`src/rtl/ddr_in_capture.sv`:
```
module ddr_in_capture #(
  parameter int WIDTH         = 8,
  parameter bit INVERT_CLK    = 1'b0,
  parameter int ASYNC_MODE    = 1,
  parameter int SYNC_MODE     = 1,
  parameter bit POWER_UP_HIGH = 1'b0
) (
  input  logic             clk,
  input  logic             ce,
  input  logic             arst,
  input  logic             srst,
  input  logic [WIDTH-1:0] din,
  output logic [WIDTH-1:0] dout_hi,
  output logic [WIDTH-1:0] dout_lo
);
  localparam bit ARST_ONES = (ASYNC_MODE == 2) || ((ASYNC_MODE == 0) && POWER_UP_HIGH);
  localparam logic [WIDTH-1:0] ARST_VAL = ARST_ONES ? {WIDTH{1'b1}} : {WIDTH{1'b0}};
  localparam logic [WIDTH-1:0] SYNC_VAL = (SYNC_MODE == 2) ? {WIDTH{1'b1}} : {WIDTH{1'b0}};

  logic cap_clk;
  logic sync_hit;
  logic [WIDTH-1:0] first_q, hi_q, lo_q;

  assign cap_clk  = clk ^ INVERT_CLK;
  assign sync_hit = (SYNC_MODE != 0) && srst;

  always_ff @(negedge cap_clk or posedge arst)
    if (arst)          first_q <= ARST_VAL;
    else if (sync_hit) first_q <= SYNC_VAL;
    else if (ce)       first_q <= din;

  always_ff @(posedge cap_clk or posedge arst)
    if (arst) begin
      hi_q <= ARST_VAL;
      lo_q <= ARST_VAL;
    end else if (sync_hit) begin
      hi_q <= SYNC_VAL;
      lo_q <= SYNC_VAL;
    end else if (ce) begin
      hi_q <= din;
      lo_q <= first_q;
    end

  assign dout_hi = hi_q;
  assign dout_lo = lo_q;

  AST_HI_CAPTURE: assert property (@(posedge cap_clk) disable iff (arst)
    (ce && !sync_hit) |=> dout_hi == $past(din));
  AST_LO_RETIMED: assert property (@(posedge cap_clk) disable iff (arst)
    (ce && !sync_hit) |=> dout_lo == $past(first_q));
  AST_HOLD_WHEN_OFF: assert property (@(posedge cap_clk) disable iff (arst)
    (!ce && !sync_hit) |=> ($stable(dout_hi) && $stable(dout_lo)));
  AST_ASYNC_LEVEL: assert property (@(posedge clk)
    arst |-> (dout_hi == ARST_VAL && dout_lo == ARST_VAL));
  AST_SYNC_LEVEL: assert property (@(posedge cap_clk) disable iff (arst)
    sync_hit |=> (dout_hi == SYNC_VAL && dout_lo == SYNC_VAL));
endmodule

```
`config.mk`:
```
export PLATFORM = sky130hd
export DESIGN_NAME = ddr_in_capture
export DESIGN_NICKNAME = d
export VERILOG_FILES = /design/src/rtl/ddr_in_capture.sv
export SDC_FILE = /design/constraint.sdc
export NUM_CORES = 1
export LEC_CHECK = 0
export BUFFER_PORTS_ARGS = -buffer_cell sky130_fd_sc_hd__buf_2
export CAP_MARGIN = 20
export CORE_UTILIZATION = 44
export DETAILED_ROUTE_END_ITERATION = 16
export GPL_TIMING_DRIVEN = 0
export MAX_ROUTING_LAYER = met4
export PLACE_DENSITY = 0.72
export SKIP_CTS_REPAIR_TIMING = 1
export SLEW_MARGIN = 25
export SYNTH_ARGS = -nofsm -noshare
export SYNTH_HDL_FRONTEND = slang
export SYNTH_SLANG_ARGS = --single-unit
```
`constraint.sdc`:
```
create_clock -name clk -period 0.8 [get_ports clk]
set_input_delay 0.04 -clock clk [delete_from_list [all_inputs] [get_ports clk]]
set_output_delay 0.04 -clock clk [all_outputs]
set_load 0.01 [all_outputs]
```
== Yosys cells after proc, flatten, opt, wreduce, memory -nomap -nowiden ==
Cells that the tools add are included.

* Flip-flop bits (word level): 24
* Bits of input ports: 12
* Output and inout port bits: 16
* Word-level logic and storage cells: 8

* Mux-type cells: 4
* Reduce and logical (&&, ||, !) cells: 1

{| class="wikitable"
|+ Operator list
! kind !! number
|-
| $mux W8 || 4
|-
| $reduce_bool A2 Y1 || 1
|}

== Longest topological paths before layout ==
Gate-level depths: netlist of the first run.

* Depth in word-level cells: 2
* Gate-level depth with buffers: 3
* Mapped depth without buffers: 2

==> impl_results.md, run 1 <==
- Status: finished, violations left
- Failing checks: hold timing, setup timing
- Commonest non-fill, non-tap cell in the layout: buf_2
- Die W: 49.2 um
- CTS tree: built
- Via count: 743
- Crit path largest cell delay: 0.37 ns
- Final Hold Vio Count: 23
- Slew HR: 0.654
- Worst-case clock buffer depth: 2
- Crit-path slowest cell: dfrtn_1
- Final Setup Violations: 24
- Vias in the first global route: 688
- Starting Density: 0.484
- Remaining Overflow, GRT: 0
- DRT Wirelength: 1.89 mm
- Syn Nets: 98
- GPL Wtd Cong: 0.678
- Post-route ant nets: 0
- Detailed-route vias per instance: 4.76
- Port Buf Inserts: 27
- Routed wire length per instance: 12.1 um
- Crit path kind: reg -> reg
- Mapped Area: 978 um^2
- Synth Warn #: 0
- Critical Path RT: 1.00 ns
- Placed Area: 0.00118 mm^2
- IO Pins: 28
- Element type at the critical path start: flip-flop
- Cell area after layout: 0.00133 mm^2
- Die ar.: 0.00242 mm^2
- Max IR drop VDD: 1120 uV
- Post-synth top area share: 0.409
- Hold WC Path Type: in -> async
- #FFs+latches synth: 24
- Ranking of synthesized cells by area: dfrtp_1 (41%), dfrtn_1 (20%), nand2b_1 (8.3%), mux2i_1 (8.2%), a21oi_1 (7.7%)
- Root Buffer: clkbuf_4
- Worst-path maximum fanout: 2
- Total track usage: 0.178
- Num CTS Buffers: 3
- Nets: 142
- Remaining DRCs: 0
- First-pass GRT wire length: 3.12 mm
- Yosys cell types: 14
- Area leader, netlist: dfrtp_1
- Syn Inst Count: 86
- Starting DRT DRC Count: 4
- Mean Syn Cell Area: 11.4 um^2
- Clock sinks: 24
- # diodes: 0
- Sequential share of the synthesized area: 0.614
- Worst-path cell chain: mux2i_1 > nor2_1
- Area grow syn2layout: 35.7%
- Crit path arrival time: 1.27 ns
- Most frequent cells in the layout: buf_2 (28), dfrtp_1 (16), a21oi_1 (14), nand2b_1 (13), buf_4 (11)
- Crit end category: flip-flop
- HPWL Detailed: 1.21 mm
- Layout cells sized above 1: 0.419
- H-Tree Depth: 1
- Pwr dens: 1870 mW/mm^2
- First-pass detailed-route iteration total: 4
- Placed cell count: 140
- Max-Cap Viols: 0
- Worst hold margin: -0.269 ns
- Height of the die: 49.2 um
- Leakage: 0.704 nW
- Setup Skew: 0.00885 ns
- Setup ws final: -0.269 ns
- Fin cells: 156
- RSZ-0062 raised after global routing: true
- Core ar.: 0.00202 mm^2
- Sum Neg Setup Slack: -3.40 ns
- Largest net degree at the start of global routing: 25
- # rows: 16
- Worst-Margin Slew: 0.517 ns
- Worst-path clk slew: 0.14 ns
- Antenna violations before repair: 0
- Clk_lat worst skew: 0.32 ns
- Pins over their slew limit: 0
- Fin util: 0.657
## path summary, 6_finish.rpt
check / start / to / slack [ns] / depth (start not counted)
setup reg to reg: first_q[1] / dout_lo[1] / -0.27 / 2
setup / recovery: first_q[1] / dout_lo[1] / -0.27 / 2
hold reg to reg: first_q[4] / first_q[4] / 0.52 / 2
min in group clk: din[5] / dout_hi[5] / -0.04 / 3
hold / removal: arst / dout_hi[2] / -0.27 / 2
max in group asynchronous: arst / first_q[0] / 0.42 / 2
## synthesized netlist by cell type, drive strengths merged
cell type	number
nor2	8
buf	4
inv	1
dfrtn	8
dfrtp	16
nand2	8
a21oi	16
nand2b	16
mux2i	8
clkbuf	1
## worst max-delay path, delay by kind of cell, from the launching register on
| kind | cells | cell delay, ns |
|---|---|---|
| DFF | 1 | 0.37 |
| muxes | 1 | 0.14 |
| and+or+nand+nor | 1 | 0.06 |
## through the flow
stage	power, W	setup slack (ns)
floorplan	0.00149	-0.217
global placement	0.00159	-0.298
detailed placement	0.00160	-0.305
CTS	0.00247	-0.261
global route	0.00260	-0.292
finish	0.00249	-0.269
## sequential cells by signal (all words and copies together) (netlist names)
register and flops:
dout_hi 8, dout_lo 8, first_q 8
## layout make-up
| cell class | count | area, um^2 |
|---|---|---|
| Inverter | 1 | 7.51 |
| Tap cell | 27 | 33.8 |
| Clock inverter | 1 | 30.0 |
| Multi-Input combinational cell | 56 | 348 |
| Buffer | 5 | 55.1 |
| Sequential cell | 24 | 601 |
| Fill cell | 171 | 694 |
| Timing Repair Buffer | 39 | 230 |
| Clock buffer | 3 | 22.5 |
## cell families after synthesis
kind of cell	synth area share
AO/OA/AOI/OAI	0.0857
AND/OR/NAND/NOR	0.176
multiplexers	0.0818
flip-flops	0.614
buffers and inverters	0.0422
## layer usage
metal / global-route usage / wire, um / vias to the layer above
li1: - / - / 369
met1: 0.227 / 886 / 355
met2: 0.281 / 906 / 17
met3: 0.0312 / 80 / 2
met4: 0.0735 / 13 / 0
met5: - / 0 / -
## power breakdown
| group | total, W | switching [W] | internal [W] |
|---|---|---|---|
| Sequential | 0.00130 | 0.0000276 | 0.00127 |
| Clock | 0.000873 | 0.000367 | 0.000507 |
| Combinational | 0.000315 | 0.000157 | 0.000158 |
No activity file was read; power rests on OpenSTA's default activity.
==> run 2: changes to the inputs <==
- PLACE_DENSITY: 0.72 -> 0.73
==> impl_results.md, run 2 (synthesis results as in run 1) <==
- Worst hold margin: -0.264 ns
- Clock network power share: 0.285
- H-Tree Depth: 1
- Reg-to-reg endpoint: dout_lo[7]
- Largest net degree at the start of global routing: 25
- Area grow syn2layout: 32.4%
- Starting DRT DRC Count: 13
- NetSw: 0.000550 W
- Worst R2R Start: first_q[7]
- Worst-path clk slew: 0.13 ns
- Crit path buffers/inverters: 0
- Layout cells sized above 1: 0.409
- # diodes: 0
- CTS tree: built
- Worst-Margin Slew: 0.515 ns
- Sw Ratio: 0.245
- Layout fillers: 184
- Most frequent cells in the layout: buf_2 (29), dfrtp_1 (16), a21oi_1 (14), nand2b_1 (13), buf_4 (9)
- Pwr dens: 1740 mW/mm^2
- Critical Path RT: 1.02 ns
- Pwr Total: 0.00225 W
- Vias in the first global route: 738
- Commonest non-fill, non-tap cell in the layout: buf_2
- GPL Wtd Cong: 0.727
- Clk_lat worst skew: 0.32 ns
- # rows: 16
- Post-route ant nets: 0
- Sequential share of power: 0.577
- R2r worst-path depth: 2
- RSZ-0062 raised after global routing: true
- Detailed-route vias per instance: 4.71
- Total track usage: 0.189
- Num CTS Buffers: 3
- Crit-path slowest cell: dfrtn_1
- Starting Density: 0.484
- Crit path largest cell delay: 0.38 ns
- Worst-path cell chain: mux2i_1 > nor2_1
- Max IR drop VDD: 991 uV
- Final Hold Vio Count: 24
- First-pass detailed-route iteration total: 4
- Worst-path maximum fanout: 2
- Crit path kind: reg -> reg
- DRT Wirelength: 2.02 mm
- Die ar.: 0.00242 mm^2
- Remaining DRCs: 0
- Pins over their slew limit: 0
- Height of the die: 49.2 um
- Clock sinks: 24
- Core ar.: 0.00202 mm^2
- Comb power frac: 0.138
- Setup ws final: -0.275 ns
- Die W: 49.2 um
- First-pass GRT wire length: 3.33 mm
- P_int: 0.00170 W
- Cell family with most CP delay: flip-flops
- Root Buffer: clkbuf_4
- Hold WC Path Type: in -> async
- Worst-case clock buffer depth: 2
- Via count: 726
- Crit path arrival time: 1.30 ns
- Slew HR: 0.656
- IO Pins: 28
- Leakage: 0.686 nW
- Antenna violations before repair: 0
- Remaining Overflow, GRT: 0
- Routed wire length per instance: 13.1 um
- Setup Skew: 0.00845 ns
- Nets: 140
- Crit end category: flip-flop
- Failing checks: hold timing, setup timing
- Reg2Reg Setup Slack: -0.28 ns
- Max-Cap Viols: 0
- Final Setup Violations: 24
- Worst slack, placed: -0.329 ns
- Sum Neg Setup Slack: -3.46 ns
- Status: finished, violations left
- Port Buf Inserts: 27
- HPWL Detailed: 1.26 mm
- Element type at the critical path start: flip-flop
-- run 2: cell count changes in the layout (fill, tap and decap cells not counted) --
cell | previous run | this run
buf_4 | 11 | 9
buf_2 | 28 | 29
clkbuf_4 | 4 | 3
buf_8 | 0 | 1
bufinv_16 | 1 | 0
-- run 2: per-layer routing --
metal  GRT usage  vias to the layer above  share of wire
li1            -                      362              -
met2       0.297                       18           0.50
met1       0.239                      341           0.45
met5           -                        -              0
met3      0.0312                        5          0.034
met4      0.0882                        0          0.022
-- run 2: per-stage QoR --
stage / instances / util / cell area, um^2
finish: 154 / 0.640 / 1290
global route: 154 / 0.640 / 1290
global placement: 140 / 0.584 / 1180
detailed placement: 140 / 0.584 / 1180
CTS: 144 / 0.601 / 1220
floorplan: 86 / - / 1010
-- run 2: worst max-delay path by stage --
stage / from / to / cells after the start
2_1_floorplan: first_q[6] / dout_lo[6] / 2
3_3_place_gp: ce / first_q[7] / 4
3_5_place_dp: ce / first_q[0] / 4
4_1_cts: first_q[0] / dout_lo[0] / 2
5_1_grt: first_q[7] / dout_lo[7] / 2
6_report: first_q[7] / dout_lo[7] / 2
-- run 2: worst register-to-register path: cells and delay by family (launching register included) --
family / cells / cell delay (ns)
AND/OR/NAND/NOR: 1 / 0.05
flip-flops: 1 / 0.38
multiplexers: 1 / 0.16
-- run 2: cell type report --
cell class,instances,area [um^2],area share
flip-flops and latches,24,601,0.464
multi-input cells,56,348,0.269
repair buffers,37,213,0.164
plain buffers,5,56.3,0.0435
clock buffers,4,36.3,0.0280
well taps,27,33.8,0.0261
inverters,1,7.51,0.00580
-- run 2: power groups by stage --
| stage | logic [W] | registers (W) | clock network, W |
|---|---|---|---|
| global placement | 0.000272 | 0.00132 | 0 |
| global route | 0.000345 | 0.00130 | 0.000716 |
| CTS | 0.000278 | 0.00130 | 0.000666 |
| finish | 0.000310 | 0.00130 | 0.000641 |
| detailed placement | 0.000277 | 0.00132 | 0 |
| floorplan | 0.000156 | 0.00134 | 0 |
